==> src/rtl/lsu_pkg.sv <==
package lsu_pkg;
   typedef enum logic [1:0] {
      OP_WORD_LD = 2'b00,
      OP_WORD_ST = 2'b01,
      OP_BYTE_LD = 2'b10,
      OP_BYTE_ST = 2'b11
   } lsu_op_e;

   // bit 0 of the code marks a store, bit 1 marks a byte-sized access
   function automatic logic op_is_store(input logic [1:0] op);
      return op[0];
   endfunction

   function automatic logic op_is_byte(input logic [1:0] op);
      return op[1];
   endfunction
endpackage

==> src/rtl/lsu_lane_map.sv <==
module lsu_lane_map #(
   parameter int OFF_W      = 2,
   parameter bit BIG_ENDIAN = 1'b1
) (
   input  logic [OFF_W-1:0] byte_off,
   output logic [OFF_W-1:0] lane
);
   generate
      if (BIG_ENDIAN) begin : g_big
         // lane count is a power of two, so (lanes-1-off) is a bitwise inversion
         assign lane = ~byte_off;
      end else begin : g_little
         assign lane = byte_off;
      end
   endgenerate
endmodule

==> src/rtl/lsu_store_steer.sv <==
module lsu_store_steer #(
   parameter int DATA_W = 32,
   localparam int BYTES = DATA_W / 8,
   localparam int OFF_W = $clog2(BYTES)
) (
   input  logic              wr_en,
   input  logic              is_byte,
   input  logic [OFF_W-1:0]  lane,
   input  logic [DATA_W-1:0] st_data,
   output logic [BYTES-1:0]  be,
   output logic [DATA_W-1:0] wdata
);
   genvar g;
   generate
      for (g = 0; g < BYTES; g++) begin : g_lane
         assign be[g] = wr_en & (~is_byte | (lane == OFF_W'(g)));
         // a byte store repeats the low byte in every lane; the enable picks one
         assign wdata[g*8 +: 8] = is_byte ? st_data[7:0] : st_data[g*8 +: 8];
      end
   endgenerate
endmodule

==> src/rtl/lsu_load_extract.sv <==
module lsu_load_extract #(
   parameter int DATA_W = 32,
   localparam int BYTES = DATA_W / 8,
   localparam int OFF_W = $clog2(BYTES)
) (
   input  logic              clk,
   input  logic              rst_n,
   input  logic              capture,
   input  logic              cap_byte,
   input  logic [OFF_W-1:0]  cap_lane,
   input  logic [DATA_W-1:0] rdata,
   output logic              ld_valid,
   output logic [DATA_W-1:0] ld_data
);
   logic             vld_q;
   logic             byte_q;
   logic [OFF_W-1:0] lane_q;
   logic [7:0]       lanes [BYTES];
   logic [7:0]       pick;

   always_ff @(posedge clk) begin
      if (!rst_n) begin
         vld_q  <= 1'b0;
         byte_q <= 1'b0;
         lane_q <= '0;
      end else begin
         vld_q <= capture;
         if (capture) begin
            byte_q <= cap_byte;
            lane_q <= cap_lane;
         end
      end
   end

   genvar g;
   generate
      for (g = 0; g < BYTES; g++) begin : g_split
         assign lanes[g] = rdata[g*8 +: 8];
      end
   endgenerate

   assign pick     = lanes[lane_q];
   assign ld_valid = vld_q;
   assign ld_data  = byte_q ? {{(DATA_W-8){pick[7]}}, pick} : rdata;
endmodule

==> src/rtl/lsu_byte_unit.sv <==
module lsu_byte_unit
   import lsu_pkg::*;
#(
   parameter int ADDR_W     = 32,
   parameter int DATA_W     = 32,
   parameter bit BIG_ENDIAN = 1'b1,
   localparam int BYTES     = DATA_W / 8,
   localparam int OFF_W     = $clog2(BYTES)
) (
   input  logic                    clk,
   input  logic                    rst_n,
   input  logic                    req_valid,
   input  logic [1:0]              req_op,
   input  logic [ADDR_W-1:0]       req_addr,
   input  logic [DATA_W-1:0]       req_wdata,
   output logic [ADDR_W-OFF_W-1:0] mem_addr,
   output logic                    mem_we,
   output logic [BYTES-1:0]        mem_be,
   output logic [DATA_W-1:0]       mem_wdata,
   input  logic [DATA_W-1:0]       mem_rdata,
   output logic                    misalign,
   output logic                    ld_valid,
   output logic [DATA_W-1:0]       ld_data
);
   generate
      if (DATA_W < 16 || DATA_W % 8 != 0 || (1 << OFF_W) != BYTES) begin : g_bad_width
         $error("lsu_byte_unit: DATA_W must be a power-of-two count of bytes, at least 2");
      end
      if (ADDR_W <= OFF_W) begin : g_bad_addr
         $error("lsu_byte_unit: ADDR_W too small for the byte offset");
      end
   endgenerate

   logic             is_st, is_byte, st_ok, ld_ok;
   logic [OFF_W-1:0] lane;

   assign is_st    = op_is_store(req_op);
   assign is_byte  = op_is_byte(req_op);
   assign misalign = req_valid & ~is_byte & (|req_addr[OFF_W-1:0]);
   assign st_ok    = req_valid & is_st & ~misalign;
   assign ld_ok    = req_valid & ~is_st & ~misalign;
   assign mem_addr = req_addr[ADDR_W-1:OFF_W];
   assign mem_we   = st_ok;

   lsu_lane_map #(.OFF_W(OFF_W), .BIG_ENDIAN(BIG_ENDIAN)) u_lane (
      .byte_off (req_addr[OFF_W-1:0]),
      .lane     (lane)
   );

   lsu_store_steer #(.DATA_W(DATA_W)) u_store (
      .wr_en   (st_ok),
      .is_byte (is_byte),
      .lane    (lane),
      .st_data (req_wdata),
      .be      (mem_be),
      .wdata   (mem_wdata)
   );

   lsu_load_extract #(.DATA_W(DATA_W)) u_load (
      .clk      (clk),
      .rst_n    (rst_n),
      .capture  (ld_ok),
      .cap_byte (is_byte),
      .cap_lane (lane),
      .rdata    (mem_rdata),
      .ld_valid (ld_valid),
      .ld_data  (ld_data)
   );

   assert_be_onehot_R3: assert property (@(posedge clk) disable iff (!rst_n)
      (mem_we && req_op == OP_BYTE_ST) |-> $countones(mem_be) == 1);

   assert_word_store_full_R4: assert property (@(posedge clk) disable iff (!rst_n)
      (mem_we && req_op == OP_WORD_ST) |-> (mem_be == '1 && mem_wdata == req_wdata));

   assert_misalign_no_write_R7: assert property (@(posedge clk) disable iff (!rst_n)
      misalign |-> (!mem_we && mem_be == '0));

   assert_misalign_no_load_R7: assert property (@(posedge clk) disable iff (!rst_n)
      misalign |=> !ld_valid);

   assert_load_follows_request_R5: assert property (@(posedge clk) disable iff (!rst_n)
      ld_valid |-> $past(req_valid && !req_op[0]));

   assert_byte_sign_ext_R2: assert property (@(posedge clk) disable iff (!rst_n)
      (ld_valid && $past(req_op == OP_BYTE_LD))
         |-> ld_data[DATA_W-1:8] == {(DATA_W-8){ld_data[7]}});

   assert_idle_quiet_R8: assert property (@(posedge clk) disable iff (!rst_n)
      !req_valid |-> (!mem_we && mem_be == '0 && !misalign));
endmodule

==> config.mk <==
export PLATFORM = sky130hd
export DESIGN_NAME = lsu_byte_unit
export DESIGN_NICKNAME = d
export VERILOG_FILES = /design/src/rtl/lsu_pkg.sv /design/src/rtl/lsu_lane_map.sv /design/src/rtl/lsu_store_steer.sv /design/src/rtl/lsu_load_extract.sv /design/src/rtl/lsu_byte_unit.sv
export SDC_FILE = /design/constraint.sdc
export NUM_CORES = 1
export LEC_CHECK = 0
export BUFFER_PORTS_ARGS = -buffer_cell sky130_fd_sc_hd__buf_4
export CORE_AREA = 3 3 78 80
export DETAILED_ROUTE_END_ITERATION = 7
export DIE_AREA = 0 0 81 83
export PLACE_DENSITY = 0.73
export SETUP_SLACK_MARGIN = 0.1
export SLEW_MARGIN = 25
export SYNTH_ARGS = -nofsm -noshare
export SYNTH_HDL_FRONTEND = slang
export SYNTH_SLANG_ARGS = --single-unit
==> constraint.sdc <==
create_clock -name clk -period 1 [get_ports clk]
set_clock_uncertainty 0.1 [all_clocks]
set_input_delay 0.05 -clock clk [delete_from_list [all_inputs] [get_ports clk]]
set_output_delay 0.05 -clock clk [all_outputs]
set_load 0.02 [all_outputs]
Yosys cells after proc, flatten, opt, wreduce, memory -nomap -nowiden
Cells that the tools add are included.
Widths: inputs -> output; s select.
- register bits after elaboration: 4
- output and inout bits: 101
- word-level logic and storage cells: 35
- input bits: 101
- magnitude comparators: 1
- bitwise logic cells: 19
- eq/ne operators: 3
- mux-type cells: 7
- reduce and logical (&&, ||, !) cells: 2
- operators by type and width (cell ; number):
    $mux 8 ; 5
    $mux 32 ; 1
    $bmux 8 s2 ; 1
    $and 1x1->1 ; 10
    $eq 2x2->1 const B ; 2
    $or 1x1->1 ; 4
    $ge 3x3->1 const B ; 1
    $not 1->1 ; 3
    $not 2->3 ; 1
    $eq 2x1->1 const B ; 1
    $logic_not 2->1 ; 1
    $not 2->2 ; 1
    $reduce_or 2->1 ; 1

Logic depth before layout (Yosys ltp)
- depth after elaboration: 6
- depth in mapped cells: 5
- gate-level depth less buffers: 3

Hierarchy
Synthesis repeated with hierarchy kept, for this count alone.
- cells, all modules: 217
- area, all modules: 1549.0 µm²
- by module, submodules not included (module ; sequential area each (µm²) ; cells an instance ; times used ; area each (µm²)):
    lsu_load_extract ; 80.1 ; 104 ; 1 ; 758.2
    lsu_store_steer ; 0.0 ; 76 ; 1 ; 521.8
    lsu_byte_unit ; 0.0 ; 35 ; 1 ; 261.5
    lsu_lane_map ; 0.0 ; 2 ; 1 ; 7.5

Worst setup path after synthesis
OpenSTA, ideal clock, no wires.
- kind: reg2out
- start point: register u_load.lane_q[0]
- end point: output port ld_data[2]
- arrival time: 1147 ps
- path buffers: 2
- slack: -297 ps
- cell stages (with the launch flop): 6
- required time: 850 ps
- path through: dfxtp_1 -> buf_4 -> buf_6 -> mux2_1 -> o22ai_1 -> a21oi_1
- word-level cells in the longest chain between the ends: 5
- ends and longest elaborated chain (element ; RTL line ; text):
    from (decl) ; lsu_load_extract.sv:17 ; logic [OFF_W-1:0] lane_q;
    from (signal assigned) ; lsu_load_extract.sv:30 ; lane_q <= cap_lane;
    $not 2->3 (not written as such) ; lsu_load_extract.sv:42 ; assign pick = lanes[lane_q];
    $bmux 8 s2 ; lsu_load_extract.sv:42 ;
    $mux 8 (not written as such) (2 in a row) ; lsu_load_extract.sv:42 ;
    $mux 32 ; lsu_load_extract.sv:44 ; assign ld_data = byte_q ? {{(DATA_W-8){pick[7]}}, pick} : rdata;
    to (decl) ; lsu_byte_unit.sv:23 ; output logic [DATA_W-1:0] ld_data
No other way between the ends. The select of a mux whose other input is x is not followed.

Worst setup path after layout
- start point: register u_load.lane_q[0]
- end point: output port ld_data[7]
The elaborated chain is that of the path after synthesis.

==> flow_summary_export.csv <==
group,metric,value,unit
layout,multi_input_area,1030,µm²
drt,drtIter0Drc,32,
outcome,status,"finished with violations",
critical_path,crit_path_start_kind,"register",
layout,antenna_cells,0,
critical_path,path_class,"reg -> out",
timing,postLayoutSetupSlackWorst,-0.5585,ns
synthesis,ys_ff_latch,4,
synthesis,yosysWarnings,0,
clock_tree,clockRootBuffer,"clkbuf_8",
drt,routedWlPerCell,13.98,µm
critical_path,crit_buf_inv,2,
synthesis,yosysSeqAreaShare,5.590,%
critical_path,path_depth,5,
power,p_sw,0.0008298,W
layout,final_common_cell,"buf_4",
synthesis,ys_types,28,
clock_tree,postCtsHoldBufs,0,
timing,holdWs,-0.001080,ns
drt,drt-total-wl,5.772,mm
drt,drc,0,
critical_path,cp-endpoint,"ld_data[7]",
power,cellPowerDensity,713.6,nW/µm²
critical_path,regToRegEndpoint,"u_load.lane_q[0]",
critical_path,critPathMaxStageDelay,0.38,ns
die,start_util,26.18,%
power,p_seq_share,8.8,%
timing,post-route-min-period,1.559,ns
power,switching_share,40.92,%
global_route,top_usage_layer,"met2",
global_route,use_met3,4.989,%
timing,hold_violations,1,
timing,relSlewSlack,76.07,%
timing,rsz0062_at_grt,"true",
timing,finalCritPeriodShare,155.9,%
layout,nets,444,
synthesis,syn_area,1433,µm²
die,die_width,81,µm
global_route,grt_pass1_wl,8.852,mm
hold_path,min-delay-path-class,"in -> reg",
global_route,grtUsageMet1,15.92,%
global_route,grt_overflow_total,0,
power,clkPwrFrac,16.2,%
synthesis,postSynthCellCount,229,
die,core-area,5473,µm²
die,die_h,83,µm
timing,final_max_slew_viol_count,0,
placed_design,port_buffers,141,
synthesis,synth_nets,330,
clock_tree,postCtsSetupBuffers,0,
drt,vias_per_cell,4.511,
global_route,grt_pass1_vias,1857,
power,finalPower,0.002028,W
power,p_int,0.001198,W
clock_tree,cts_buffers,3,
clock_tree,clock_sink_count,4,
die,fp.dieArea,6723,µm²
clock_tree,clk_pin_slew,0.03,ns
layout,seq_area,87.58,µm²
power,combPwrFrac,75.1,%
clock_tree,clockBufferDepth,2,
critical_path,arrival,1.41,ns
critical_path,reg2regPathDepth,4,
global_route,grt_use_total,16.39,%
clock_tree,htreeDepth,1,
die,io_pins,202,
drt,first_pass_iters,2,
critical_path,crit_family,"flip-flops",
outcome,violations,"negative hold slack, negative setup slack",
critical_path,worst_path_max_delay_cell,"dfxtp_4",
clock_tree,cts_tree,"done",
layout,fillerInstances,504,
clock_tree,clk_latency,0.21,ns
synthesis,synth_area_per_cell,6.256,µm²
critical_path,critical_path.max_fanout,20,
critical_path,reg2reg_from,"u_load.lane_q[0]",
layout,layout-drive-gt1-share,64.81,%
timing,tightest_slew,0.3551,ns
drt,vias,1863,
placed_design,gp_congestion,0.7403,
global_route,grt_max_degree,21,
critical_path,r2r_slack,0.07,ns
critical_path,cp-startpoint,"u_load.lane_q[0]",
timing,setup_violations,32,
power,vdd_drop_max,0.3346,mV
critical_path,timing.critical_path.cells,"mux2i_1 -> o22a_2 -> buf_12 -> o21ai_1 -> buf_4",
layout,area_growth,98.34,%
power,p_leak,1.477,nW
global_route,antenna_found_initial,0,
placed_design,hpwlAfterDp,5.027,mm
drt,antenna_left,0,
timing,fmax,0.6416,GHz
layout,final_area,2841,µm²
run,cap_violations,0,
critical_path,end_kind,"primary output",
placed_design,postPlaceCellArea,2613,µm²
global_route,grtUsageMet2,30.69,%
timing,fin_setup_tns,-16.33,ns
layout,mostFrequentLayoutCells,"129 x buf_4, 51 x inv_1, 26 x buf_6",
critical_path,critPathRequiredTime,0.85,ns
die,fp-row-count,27,
repair_timing:
| item | 4_1_cts | 5_1_grt |
|---|---|---|
| pin swaps | 2 | 5 |
| endpoints found under the setup margin | 49 | 48 |
| gates resized for setup | 35 | 15 |
power groups by stage:
stage / clock, W / combinational, W / sequential, W
floorplan: 0 / 0.000934 / 0.000179
global placement: 0 / 0.00141 / 0.000181
detailed placement: 0 / 0.00142 / 0.000182
CTS: 0.000340 / 0.00151 / 0.000178
global route: 0.000356 / 0.00162 / 0.000179
finish: 0.000328 / 0.00152 / 0.000178
how the worst min path moves through the flow:
| stage | from | endpoint | slack [ns] | depth (start not counted) |
|---|---|---|---|---|
| after floorplan | rst_n | u_load.byte_q | 0.1 | 1 |
| after global placement | req_addr[13] | mem_addr[11] | 0.0001 | 0 |
| after detailed placement | req_addr[13] | mem_addr[11] | 0.0001 | 0 |
| after CTS | req_addr[13] | mem_addr[11] | 0.0001 | 0 |
| after global routing | req_addr[11] | mem_addr[9] | 0.00003 | 0 |
| final | rst_n | u_load.lane_q[0] | -0.001 | 2 |
metal layers:
metal  vias up  routed length (µm)
met5         -                   0
met4         0                 133
met3        14                 723
met2       119                2938
met1       802                1976
li1        928                   -
state kept, by name (all words and copies together), names as in the netlist:
| signal | flops |
|---|---|
| u_load.lane_q | 2 |
| u_load.byte_q | 1 |
| u_load.ld_valid | 1 |
kinds of logic after synthesis:
kind of cell	Yosys count	synth area share, %
xor gates and xnor gates	2	1.223
muxes	9	6.899
DFF	4	5.590
buffers and inverters	104	39.74
AOI/OAI and AO/OA	78	34.67
and+or+nand+nor	32	11.88
Yosys cell counts:
| library cell | instances | share of area, % |
|---|---|---|
| inv_1 | 51 | 13 |
| buf_4 | 40 | 21 |
| o21ai_0 | 36 | 13 |
| o21ai_2 | 20 | 12 |
| nand2_1 | 12 | 3.1 |
| a21oi_1 | 8 | 2.8 |
| nand3b_1 | 8 | 4.2 |
| o22ai_1 | 7 | 3.1 |
| buf_2 | 5 | 1.7 |
| mux2_1 | 5 | 3.9 |
| dfxtp_1 | 4 | 5.6 |
| buf_6 | 3 | 2.4 |
| clkbuf_1 | 3 | 0.79 |
| nor2_1 | 3 | 0.79 |
| nor3_1 | 3 | 1.0 |
| a211o_1 | 2 | 1.2 |
| a21boi_1 | 2 | 1.0 |
| buf_1 | 2 | 0.52 |
| mux2_2 | 2 | 1.6 |
| mux2i_1 | 2 | 1.4 |
| nand2b_1 | 2 | 0.87 |
| nor3b_1 | 2 | 1.0 |
| xor2_1 | 2 | 1.2 |
| a21boi_0 | 1 | 0.52 |
| nand2_2 | 1 | 0.44 |
| nand3_1 | 1 | 0.35 |
| o22a_2 | 1 | 0.70 |
| o31ai_1 | 1 | 0.52 |
metrics by stage:
step                      utilization (%)  setup slack, ns  cells
after floorplan                         -          -0.2064    229
after global placement              47.74          -0.3532    410
after detailed placement            47.74          -0.3763    410
after CTS                           50.98          -0.5651    413
after global routing                51.92          -0.6163    413
final                               51.92          -0.5585    413
worst reg2reg max path, stage by stage, from the launching register on:
cell,delay (ns)
dfxtp_4,0.38
buf_12,0.13
buf_6,0.10
nand2_2,0.04
a21boi_2,0.10
cell type report:
| cell class | count | area share (%) |
|---|---|---|
| multi-input combinational | 121 | 36.24 |
| inverter | 51 | 6.737 |
| sequential | 4 | 3.082 |
| timing repair buffer | 162 | 49.32 |
| tap | 72 | 3.170 |
| clock buffer | 3 | 1.453 |
Note: power is estimated with default switching activity, not from simulation.
